$ cat src/rtl/simd_pkg.sv
package simd_pkg;
  typedef enum logic [1:0] {
    LANE_8  = 2'd0,
    LANE_16 = 2'd1,
    LANE_32 = 2'd2,
    LANE_64 = 2'd3
  } lane_sz_e;
endpackage

$ cat src/rtl/simd_byte_slice.sv
// One slice of the split adder: a + (b ^ inv) + cin.
module simd_byte_slice #(
  parameter int SW = 8
) (
  input  logic [SW-1:0] a,
  input  logic [SW-1:0] b,
  input  logic          inv,
  input  logic          cin,
  output logic [SW-1:0] sum,
  output logic          cout
);
  logic [SW:0] ext;
  always_comb begin
    ext  = {1'b0, a} + {1'b0, b ^ {SW{inv}}} + {{SW{1'b0}}, cin};
    sum  = ext[SW-1:0];
    cout = ext[SW];
  end
endmodule

$ cat src/rtl/simd_lane_sat.sv
// Overflow decision for a lane, evaluated at its top slice.
module simd_lane_sat (
  input  logic a_msb,
  input  logic b_msb,
  input  logic r_msb,
  input  logic cout,
  input  logic sub,
  input  logic sgn,
  output logic ovf,
  output logic dir_hi
);
  always_comb begin
    if (sgn) begin
      ovf    = sub ? ((a_msb != b_msb) && (r_msb != a_msb))
                   : ((a_msb == b_msb) && (r_msb != a_msb));
      dir_hi = ~a_msb;
    end else begin
      ovf    = sub ? ~cout : cout;
      dir_hi = ~sub;
    end
  end
endmodule

$ cat src/rtl/simd_addsub.sv
module simd_addsub
  import simd_pkg::*;
#(
  parameter int SLICE_W = 8,
  parameter int SLICES  = 8,
  localparam int DW     = SLICE_W * SLICES,
  localparam int IDXW   = $clog2(SLICES),
  localparam int SZW    = $clog2(IDXW + 1)
) (
  input  logic              clk,
  input  logic              rst,
  input  logic              in_valid_i,
  input  logic [SZW-1:0]    lane_size_i,
  input  logic              sub_i,
  input  logic              sat_i,
  input  logic              signed_i,
  input  logic [DW-1:0]     a_i,
  input  logic [DW-1:0]     b_i,
  output logic              valid_o,
  output logic [DW-1:0]     result_o,
  output logic [SLICES-1:0] sat_flags_o
);
  lane_sz_e          size_e;
  logic [IDXW-1:0]   lmask;
  logic [SLICES-1:0] start_w, cin_w, cout_w, ovf_w, dhi_w;
  logic [DW-1:0]     sum_w, res_w;
  logic [SLICES-1:0] flg_w;

  always_comb begin
    size_e = lane_sz_e'(lane_size_i);
    lmask  = IDXW'((1 << size_e) - 1);
  end

  // Split carry chain: a slice starting a lane takes the operation's carry-in.
  for (genvar i = 0; i < SLICES; i++) begin : g_slice
    assign start_w[i] = ((IDXW'(i) & lmask) == '0);
    if (i == 0) begin : g_first
      assign cin_w[i] = sub_i;
    end else begin : g_rest
      assign cin_w[i] = start_w[i] ? sub_i : cout_w[i-1];
    end

    simd_byte_slice #(.SW(SLICE_W)) u_slice (
      .a    (a_i[i*SLICE_W +: SLICE_W]),
      .b    (b_i[i*SLICE_W +: SLICE_W]),
      .inv  (sub_i),
      .cin  (cin_w[i]),
      .sum  (sum_w[i*SLICE_W +: SLICE_W]),
      .cout (cout_w[i])
    );

    simd_lane_sat u_sat (
      .a_msb  (a_i[i*SLICE_W + SLICE_W - 1]),
      .b_msb  (b_i[i*SLICE_W + SLICE_W - 1]),
      .r_msb  (sum_w[i*SLICE_W + SLICE_W - 1]),
      .cout   (cout_w[i]),
      .sub    (sub_i),
      .sgn    (signed_i),
      .ovf    (ovf_w[i]),
      .dir_hi (dhi_w[i])
    );
  end

  // Broadcast the lane decision from its top slice to every slice of the lane.
  always_comb begin
    for (int i = 0; i < SLICES; i++) begin
      logic [IDXW-1:0] top;
      logic            clamp, hi, is_top;
      top    = IDXW'(i) | lmask;
      clamp  = sat_i & ovf_w[top];
      hi     = dhi_w[top];
      is_top = (IDXW'(i) == top);
      if (!clamp)
        res_w[i*SLICE_W +: SLICE_W] = sum_w[i*SLICE_W +: SLICE_W];
      else if (is_top && signed_i)
        res_w[i*SLICE_W +: SLICE_W] = {~hi, {(SLICE_W-1){hi}}};
      else
        res_w[i*SLICE_W +: SLICE_W] = {SLICE_W{hi}};
    end
    for (int k = 0; k < SLICES; k++) begin
      flg_w[k] = 1'b0;
      if (k < (SLICES >> size_e))
        flg_w[k] = sat_i & ovf_w[IDXW'((k << size_e) | int'(lmask))];
    end
  end

  logic [SZW-1:0] size_q;
  logic           sat_q;

  always_ff @(posedge clk) begin
    if (rst) begin
      valid_o     <= 1'b0;
      result_o    <= '0;
      sat_flags_o <= '0;
      size_q      <= '0;
      sat_q       <= 1'b0;
    end else begin
      valid_o <= in_valid_i;
      if (in_valid_i) begin
        result_o    <= res_w;
        sat_flags_o <= flg_w;
        size_q      <= lane_size_i;
        sat_q       <= sat_i;
      end
    end
  end

  logic [SLICES-1:0] act_q;
  always_comb begin
    for (int k = 0; k < SLICES; k++)
      act_q[k] = (k < (SLICES >> size_q));
  end

  a_r7_valid_follows: assert property (@(posedge clk) disable iff (rst)
    in_valid_i |=> valid_o);
  a_r7_idle_no_valid: assert property (@(posedge clk) disable iff (rst)
    !in_valid_i |=> !valid_o);
  a_r7_result_hold: assert property (@(posedge clk) disable iff (rst)
    !in_valid_i |=> ($stable(result_o) && $stable(sat_flags_o)));
  a_r8_unused_lanes_zero: assert property (@(posedge clk) disable iff (rst)
    valid_o |-> ((sat_flags_o & ~act_q) == '0));
  a_r8_wrap_no_flags: assert property (@(posedge clk) disable iff (rst)
    (valid_o && !sat_q) |-> (sat_flags_o == '0));
  a_r8_quad_single_flag: assert property (@(posedge clk) disable iff (rst)
    (valid_o && size_q == SZW'(IDXW)) |-> $onehot0(sat_flags_o));
endmodule

$ cat config.mk
export PLATFORM = sky130hd
export DESIGN_NAME = simd_addsub
export DESIGN_NICKNAME = d
export VERILOG_FILES = /design/src/rtl/simd_pkg.sv /design/src/rtl/simd_byte_slice.sv /design/src/rtl/simd_lane_sat.sv /design/src/rtl/simd_addsub.sv
export SDC_FILE = /design/constraint.sdc
export NUM_CORES = 1
export LEC_CHECK = 0
export ABC_AREA = 1
export BUFFER_PORTS_ARGS = -buffer_cell sky130_fd_sc_hd__buf_4
export CAP_MARGIN = 20
export CORE_ASPECT_RATIO = 1.25
export CORE_MARGIN = 4
export CORE_UTILIZATION = 50
export CTS_BUF_LIST = sky130_fd_sc_hd__clkbuf_4 sky130_fd_sc_hd__clkbuf_8
export DETAILED_ROUTE_END_ITERATION = 7
export HOLD_SLACK_MARGIN = 0.02
export PLACE_DENSITY = 0.78
export SYNTH_ARGS = -nofsm -noshare
export SYNTH_HDL_FRONTEND = slang
export SYNTH_SLANG_ARGS = --single-unit
$ cat constraint.sdc
create_clock -name clk -period 15.6 [get_ports clk]
set_input_delay 1.56 -clock clk [delete_from_list [all_inputs] [get_ports clk]]
set_output_delay 1.56 -clock clk [all_outputs]
set_load 0.02 [all_outputs]
==> reports/qor.yml, run 1 <==
status: "completed"
grtUsageTotal_pct: 25.0
max_stage_delay_ps: 450
critPathRequiredTime_ps: 15870
setup_ws_ps: 1920
rr_endpoint: "result_o[18]"
drv_cap: 0
final_util_pct: 63.5
synth_edf_count: 0
reg2reg_depth: 3
rsz0062_at_grt: "false"
routed_wl_um: 22400
wl_per_cell_um: 14.5
min_from: "result_o[55]"
drc: 0
place_ws_ps: 1600
synth_fp_nets: 1364
arrival_ps: 13950
cts_buffer_depth: 2
post-cts-setup-buffer-count: 0
hold_viol: 0
dieWidth_um: 120
async_flop_share_pct: 0
via_per_inst: 5.20
cp_top_family: "adder cells"
antennaDiodeCount: 0
relSlewSlack_pct: 43.9
dp_hpwl_um: 18000
cts-htree-levels: 3
die_h_um: 148
yosysUniqueCellTypes: 47
final_antenna_net_count: 0
reg2reg_from: "result_o[18]"
fillers: 1427
cts_tree: "done"
hold_end: "result_o[55]"
syn_avg_cell_area_um2: 6.82
numClockSinks: 73
ios: 209
min_path_type: "reg2reg"
synth-seq-cells: 73
synthCells: 1149
ir_worst_vdd_mv: 0.0379
portBuffers: 208
antenna_found_initial: 0
clockRootBuffer: "clkbuf_8"
grt_pass1_wl_um: 36200
die_area_um2: 17800
initial_core_util_pct: 51.5
post_layout_nonfiller_instances: 1547
core_area_um2: 15200
whs_path_depth: 2
grt_max_degree: 76
placed_cells: 1532
cp_max_fo: 22
nNetsFinal: 1550
grt-ovfl-total: 0
finalSetupTns_ps: 0
cts_hold_buf: 0
clkLatencyLatePin_ps: 370
period_needed_ps: 13680
hold_ws_ps: 467
clk_pin_slew_ps: 80
crit_type: "in2reg"
area_delta_synth_final_pct: 23.2
critPathBufInv: 6
min_period_over_period_pct: 87.7
layout-drive-gt1-share_pct: 21.7
cts_resized: 0
place_congestion: 0.934
via_count: 8042
p_per_area_nw_per_um2: 81.8
critPathLaunchType: "primary input"
max_freq_mhz: 73.1
dr.pass1.iters: 5
ys.flop_type: "dfxtp_1"
cpMostUsedCell: "nand2_1"
slew_violations: 0
rows: 50
crit_slowest_cell: "fa_1"
worstMarginPinSlew_ps: 842
critPathCaptureType: "register"
fin_skew_ps: 0
syn_area_um2: 7840
grt_pass1_vias: 7625
finalSetupViolCount: 0
regToRegSetupSlack_ps: 14890
drtIter0Drc: 620
seq_area_frac_synth_pct: 18.6
p_leak_nw: 5.32
ys_warn_count: 0
cts_buffers: 9
## area by class of cell
class | count | area [um^2] | share of cell area (%)
tap | 208 | 260 | 2.70
inverter | 181 | 679 | 7.04
clock buffer | 10 | 131 | 1.36
timing repair buffer | 213 | 1600 | 16.6
clock inverter | 5 | 57.6 | 0.596
sequential | 73 | 1460 | 15.1
multi-input combinational | 857 | 5470 | 56.6
## worst reg2reg max path, cell delays in order (launching register included)
cell and delay, ps:
dfxtp_1 350, o21ai_0 80, a21o_1 180, inv_1 50
## power breakdown
| group | total [mW] | leakage [nW] | switching (mW) | internal (mW) |
|---|---|---|---|---|
| sequential | 0.220 | 0.605 | 0.0127 | 0.207 |
| combinational | 0.418 | 4.62 | 0.247 | 0.171 |
| clock | 0.152 | 0.0878 | 0.0773 | 0.0744 |
## placed cells by master (no fill, tap or decap), types with 29 or more instances in the layout
cell type / Yosys / final
dfxtp_1: 73 / 73
a21oi_1: 61 / 61
nand3_1: 103 / 103
o21ai_0: 37 / 37
nand2_1: 265 / 265
nor2_1: 62 / 62
o211ai_1: 31 / 31
ha_1: 64 / 64
xnor2_1: 29 / 29
buf_4: 2 / 213
xor2_1: 64 / 64
inv_1: 173 / 172
## registers in the layout (all words and copies together), names as in the netlist
signal and cells:
result_o 64, sat_flags_o 8, valid_o 1
## per-layer routing
layer	global-route usage (%)	part of all wire, %	wire (um)	vias up
met2	43.5	49	11100	285
met5	0	0	0	-
met1	30.6	41	9180	3612
met4	9.68	2.8	628	0
met3	4.48	6.9	1540	39
li1	-	-	-	4106
## Yosys cell counts (all sizes together), types with 4 or more instances
| cell type | number | share of area (%) |
|---|---|---|
| nand3 | 121 | 9.1 |
| clkbuf | 14 | 0.72 |
| a21o | 9 | 0.88 |
| buf | 24 | 2.2 |
| nor2 | 64 | 3.2 |
| nand3b | 8 | 0.77 |
| fa | 15 | 3.8 |
| o21ai | 47 | 3.2 |
| xnor2 | 31 | 3.7 |
| a21oi | 64 | 4.2 |
| nand2 | 271 | 13 |
| or2 | 5 | 0.40 |
| nand4 | 12 | 1.1 |
| xor2 | 66 | 7.7 |
| o221ai | 4 | 0.45 |
| a31oi | 17 | 1.4 |
| o211ai | 40 | 4.6 |
| inv | 181 | 8.7 |
| o21bai | 12 | 1.1 |
| dfxtp | 73 | 19 |
| ha | 64 | 10 |
## cell families after synthesis
group,Yosys count,synth area share (%)
DFF,73,18.6
and+or+nand+nor,483,27.9
buffers and inverters,219,11.6
adders and majority gates,79,14.1
AOI/OAI and AO/OA,198,16.5
xor gates and xnor gates,97,11.4
## stage by stage
stage | total power [mW] | instance area (um^2)
final | 0.790 | 9660
after global placement | 0.634 | 9470
after CTS | 0.791 | 9660
after global routing | 0.852 | 9660
after floorplan | 0.516 | 7840
after detailed placement | 0.640 | 9470
## worst max path at each step
stage	depth (start not counted)	to	from	slack, ps
floorplan	64	result_o[16]	sub_i	2700
global placement	62	result_o[28]	sub_i	1890
detailed placement	65	result_o[10]	sub_i	1600
CTS	65	result_o[10]	sub_i	1980
global route	65	result_o[10]	sub_i	790
finish	65	result_o[10]	sub_i	1920
No activity file was read; power rests on OpenSTA's default activity.
==> run 2: changes to the inputs <==
==> constraint.sdc (replaced) <==
create_clock -name clk -period 13.1 [get_ports clk]
set_input_delay 1.31 -clock clk [delete_from_list [all_inputs] [get_ports clk]]
set_output_delay 1.31 -clock clk [all_outputs]
set_load 0.02 [all_outputs]
==> reports/qor.yml, run 2 (synthesis gave the netlist of run 1 again) <==
status: "completed"
fillers: 1366  # -4.3%
grt-ovfl-total: 0  # unchanged
whs_path_depth: 2  # unchanged
worstMarginPinSlew_ps: 792  # -49.7 ps
p_per_area_nw_per_um2: 102  # +24%
hold_ws_ps: 470  # +3.71 ps
cts_buffer_depth: 2  # unchanged
clockRootBuffer: "clkbuf_8"
via_per_inst: 5.28  # +1.6%
fin_skew_ps: 0  # unchanged
max_stage_delay_ps: 440  # about the same
arrival_ps: 12590  # -1360 ps
grt_pass1_wl_um: 37500  # +3.4%
area_delta_synth_final_pct: 25.9
antennaDiodeCount: 0  # unchanged
via_count: 8238  # +2.4%
rows: 50  # unchanged
cpMostUsedCell: "nand2_1"
hold_viol: 0  # unchanged
layout-drive-gt1-share_pct: 23.5  # +1.9 points
finalPower_mw: 1.00  # +27%
final_cell_mix: "262 x nand2_1, 223 x buf_4, 172 x inv_1"
clkLatencyLatePin_ps: 370  # about the same
p_leak_nw: 5.41  # +1.8%
min_path_type: "reg2reg"
nNetsFinal: 1561  # +0.71%
dp_hpwl_um: 18400  # +1.7%
reg2reg_from: "result_o[18]"
drc: 0  # unchanged
p_sw_uw: 412  # +22%
pwr-share-comb_pct: 51.3  # -1.7 points
p_sw_share_pct: 41.1  # -1.6 points
wl_per_cell_um: 15.1  # +4.0%
drtIter0Drc: 529  # -15%
period_needed_ps: 12270
cts_buffers: 9  # unchanged
ios: 209  # unchanged
regToRegSetupSlack_ps: 12390  # -2500 ps
min_period_over_period_pct: 93.6
drv_cap: 0  # unchanged
critPathLaunchType: "primary input"
clk_pin_slew_ps: 80  # about the same
clkPwrFrac_pct: 22.7  # +3.5 points
portBuffers: 208  # unchanged
relSlewSlack_pct: 47.2  # +3.3 points
cts_tree: "done"
routed_wl_um: 23500  # +4.8%
rr_endpoint: "result_o[18]"
antenna_found_initial: 0  # unchanged
max_freq_mhz: 81.5
critPathCaptureType: "register"
largest_reg_flops: 64  # unchanged
die_area_um2: 17800  # unchanged
cts-htree-levels: 3  # unchanged
top_regs: "result_o (64), sat_flags_o (8), valid_o (1)"
finalSetupViolCount: 0  # unchanged
layout_commonest_cell: "nand2_1"
crit_type: "in2reg"
dieWidth_um: 120  # unchanged
final_antenna_net_count: 0  # unchanged
grt_pass1_vias: 8015  # +5.1%
reg2reg_depth: 3  # unchanged
grtUsageTotal_pct: 25.7  # +0.72 points
final_util_pct: 64.9  # +1.4 points
dr.pass1.iters: 5  # unchanged
cp_max_fo: 9  # -59%
min_from: "sat_flags_o[1]"
hold_end: "sat_flags_o[1]"
crit_slowest_cell: "fa_1"
die_h_um: 148  # unchanged
regMostFlops: "result_o"
grt_max_degree: 102  # +34%
pwr-share-seq_pct: 26.1  # -1.7 points
core_area_um2: 15200  # unchanged
rsz0062_at_grt: "false"
place_congestion: 0.940  # +0.56%
slew_violations: 0  # unchanged
numClockSinks: 73  # unchanged
critPathRequiredTime_ps: 13420  # -2450 ps
p_int_uw: 591  # +30%
initial_core_util_pct: 51.5  # unchanged
ir_worst_vdd_mv: 0.0528  # +40%
==> run 2: repair_timing <==
| action | 4_1_cts | 5_1_grt |
|---|---|---|
| gates resized for setup | 0 | 18 |
| hold buffers | 0 | 0 |
| buffers inserted | 0 | 4 |
| setup endpoints to repair | 0 | 72 |
==> run 2: how the worst max path moves through the flow <==
stage	start	end	cells past startpoint
detailed placement	sub_i	result_o[10]	63
global route	sub_i	result_o[47]	64
CTS	sub_i	result_o[10]	63
finish	sub_i	result_o[55]	60
global placement	sub_i	result_o[10]	63
floorplan	sub_i	result_o[16]	64
==> run 2: cell type report <==
cell class | count | area (um^2) | share of cell area, %
Clock buffer | 11 | 139 | 1.41
Clock inverter | 5 | 104 | 1.05
Inverter | 181 | 679 | 6.89
Multi-Input combinational cell | 857 | 5520 | 55.9
Sequential cell | 73 | 1460 | 14.8
Tap cell | 208 | 260 | 2.64
Timing Repair Buffer | 224 | 1700 | 17.3
==> run 2: routing by layer <==
| layer | GRT usage (%) | wire [um] | up-vias |
|---|---|---|---|
| met5 | 0 | 0 | - |
| met3 | 4.55 | 1340 | 47 |
| met1 | 30.7 | 9650 | 3774 |
| met4 | 9.05 | 659 | 0 |
| li1 | - | - | 4148 |
| met2 | 46.1 | 11800 | 269 |
==> run 2: per-stage QoR <==
stage	TNS (ps)	instance area (um^2)	setup WS (ps)	cells
6_report	0	9860	834	1559
5_1_grt	0	9860	2.37	1559
4_1_cts	0	9750	162	1554
3_5_place_dp	-6460	9510	-209	1538
3_3_place_gp	0	9510	151	1538
2_1_floorplan	0	7840	453	1149
==> run 2: power groups by stage <==
stage                     logic, mW  clock network (mW)  registers, mW
final                         0.514               0.227          0.261
after global routing          0.574               0.237          0.265
after CTS                     0.504               0.229          0.261
after detailed placement      0.501                   0          0.266
after global placement        0.494                   0          0.266
after floorplan               0.320                   0          0.294
==> run 2: critical path, delay by kind of cell <==
kind,cells,cell delay (ps)
and+or+nand+nor,25,2840
buffers and inverters,3,350
AOI/OAI and AO/OA,16,2400
adders and majority gates,15,5520
xor gates and xnor gates,1,170
==> run 3: changes to the inputs <==
--- a/config.mk
+++ b/config.mk
@@ -6,15 +6,15 @@
 export NUM_CORES = 1
 export LEC_CHECK = 0
 export ABC_AREA = 1
-export BUFFER_PORTS_ARGS = -buffer_cell sky130_fd_sc_hd__buf_4
 export CAP_MARGIN = 20
 export CORE_ASPECT_RATIO = 1.25
 export CORE_MARGIN = 4
 export CORE_UTILIZATION = 50
 export CTS_BUF_LIST = sky130_fd_sc_hd__clkbuf_4 sky130_fd_sc_hd__clkbuf_8
 export DETAILED_ROUTE_END_ITERATION = 7
+export DONT_BUFFER_PORTS = 1
 export HOLD_SLACK_MARGIN = 0.02
-export PLACE_DENSITY = 0.78
+export PLACE_DENSITY = 0.67
 export SYNTH_ARGS = -nofsm -noshare
 export SYNTH_HDL_FRONTEND = slang
 export SYNTH_SLANG_ARGS = --single-unit
==> reports/qor.yml, run 3 (synthesis gave the netlist of run 1 again) <==
status: "completed"
layout_commonest_cell: "nand2_1"
place_congestion: 0.899  # -4.3%
p_int_uw: 499  # -15%
area_delta_synth_final_pct: 4.69
clockRootBuffer: "clkbuf_8"
crit_slowest_cell: "fa_1"
rsz0062_at_grt: "false"
via_count: 7245  # -12%
via_per_inst: 5.39  # +2.1%
p_leak_nw: 4.32  # -20%
top_regs: "result_o (64), sat_flags_o (8), valid_o (1)"
dieWidth_um: 120  # unchanged
grt_pass1_vias: 7054  # -12%
max_freq_mhz: 82.8  # +1.5%
finalPower_uw: 874  # -13%
finalSetupTns_ps: 0  # unchanged
critPathBufInv: 5  # +2
cts-htree-levels: 3  # unchanged
critPathRequiredTime_ps: 13380  # -40 ps
clkLatencyLatePin_ps: 370  # about the same
die_area_um2: 17800  # unchanged
grt_pass1_wl_um: 34700  # -7.3%
hold_viol: 0  # unchanged
cts_buffer_depth: 2  # unchanged
multiInputGateArea_um2: 5540  # +0.32%
drtIter0Drc: 466  # -12%
cts_tree: "done"
pwr-share-seq_pct: 33.9  # +7.8 points
core_area_um2: 15200  # unchanged
min_period_over_period_pct: 92.2  # -1.4 points
cts_buffers: 9  # unchanged
wl_per_cell_um: 16.1  # +6.9%
portBuffers: 0  # -100%
final_cell_mix: "263 x nand2_1, 173 x inv_1, 102 x nand3_1"
grtUsageTotal_pct: 24.1  # -1.6 points
ir_worst_vdd_mv: 0.0533  # +0.90%
slew_violations: 0  # unchanged
grt-ovfl-total: 0  # unchanged
die_h_um: 148  # unchanged
period_needed_ps: 12080  # -182 ps
p_sw_share_pct: 42.9  # +1.8 points
cpMostUsedCell: "nand2_1"
dp_hpwl_um: 16800  # -8.5%
initial_core_util_pct: 51.5  # unchanged
cp_top_family: "adder cells"
drc: 0  # unchanged
ios: 209  # unchanged
fin_skew_ps: 0  # unchanged
cp_max_fo: 73  # +64
arrival_ps: 12370  # -220 ps
nNetsFinal: 1345  # -14%
antenna_found_initial: 0  # unchanged
finalSetupViolCount: 0  # unchanged
grt_max_degree: 102  # unchanged
antennaDiodeCount: 0  # unchanged
worstMarginPinSlew_ps: 791  # -0.679 ps
max_stage_delay_ps: 430  # about the same
fillers: 1563  # +14%
dr.pass1.iters: 5  # unchanged
largest_reg_flops: 64  # unchanged
critPathCaptureType: "register"
clkPwrFrac_pct: 22.1  # -0.6 points
p_per_area_nw_per_um2: 107  # +4.8%
crit_type: "in2reg"
relSlewSlack_pct: 47.2  # about the same
clk_pin_slew_ps: 80  # about the same
layout-drive-gt1-share_pct: 8.90  # -15 points
routed_wl_um: 21600  # -8.0%
min_path_type: "reg2reg"
area.sequential_um2: 1460  # unchanged
pwr-share-comb_pct: 44.0  # -7.3 points
critPathLaunchType: "primary input"
numClockSinks: 73  # unchanged
regMostFlops: "result_o"
drv_cap: 0  # unchanged
final_antenna_net_count: 0  # unchanged
p_sw_uw: 375  # -9.0%
rows: 50  # unchanged
## run 3: changes by cell type in the layout (fill, tap and decap cells not counted), sizes merged
cell | before | now
clkinvlp | 0 | 2
bufinv | 3 | 1
clkinv | 3 | 0
buf | 224 | 8
inv | 180 | 183
## run 3: power groups by stage
| stage | combinational [mW] | sequential [mW] | clock (mW) |
|---|---|---|---|
| floorplan | 0.320 | 0.294 | 0 |
| global placement | 0.372 | 0.303 | 0 |
| detailed placement | 0.375 | 0.303 | 0 |
| finish | 0.384 | 0.297 | 0.193 |
| CTS | 0.378 | 0.298 | 0.199 |
| global route | 0.442 | 0.300 | 0.205 |
## run 3: layout make-up
cell class	count	area share [%]
Timing Repair Buffer	8	0.732
Sequential cell	73	17.8
Multi-Input combinational cell	857	67.5
Clock buffer	11	1.77
Clock inverter	5	0.763
Inverter	181	8.28
Tap cell	208	3.17
## run 3: through the flow
| stage | worst slack [ps] | std cells | cell area [um^2] | utilization [%] | hold WS [ps] |
|---|---|---|---|---|---|
| floorplan | 453 | 1149 | 7840 | - | 545 |
| global placement | 194 | 1325 | 7910 | 52.0 | 556 |
| detailed placement | -128 | 1325 | 7910 | 52.0 | 558 |
| CTS | 250 | 1341 | 8120 | 53.4 | 570 |
| global route | 16.8 | 1343 | 8200 | 54.0 | 598 |
| finish | 1020 | 1343 | 8200 | 54.0 | 564 |
## run 3: timing repair
action / in CTS / in global routing
setup buffers: 0 / 2
setup endpoints to repair: 0 / 72
hold buffers: 0 / 0
gates resized for setup: 0 / 20
endpoints found under the hold margin: 0 / 0
## run 3: metal layers
metal  vias to the layer above  global-route usage, %  share of wire (%)
met4                         0                   9.63                2.9
met2                       206                   42.4                 50
met3                        34                   4.98                6.8
li1                       3703                      -                  -
met1                      3302                   28.6                 41
met5                         -                      0                  0
## run 3: tightest hold or removal path, cell delays in order (launching register included)
cell     delay, ps
dfxtp_1        380
nand2_1         90
a21oi_1         60
## run 3: final timing paths
check / slack (ps) / cells after the start / startpoint / to
min reg2reg: 560 / 2 / sat_flags_o[1] / sat_flags_o[1]
max: 1020 / 61 / sub_i / result_o[20]
min: 560 / 2 / sat_flags_o[1] / sat_flags_o[1]
max reg2reg: 12250 / 3 / result_o[18] / result_o[18]
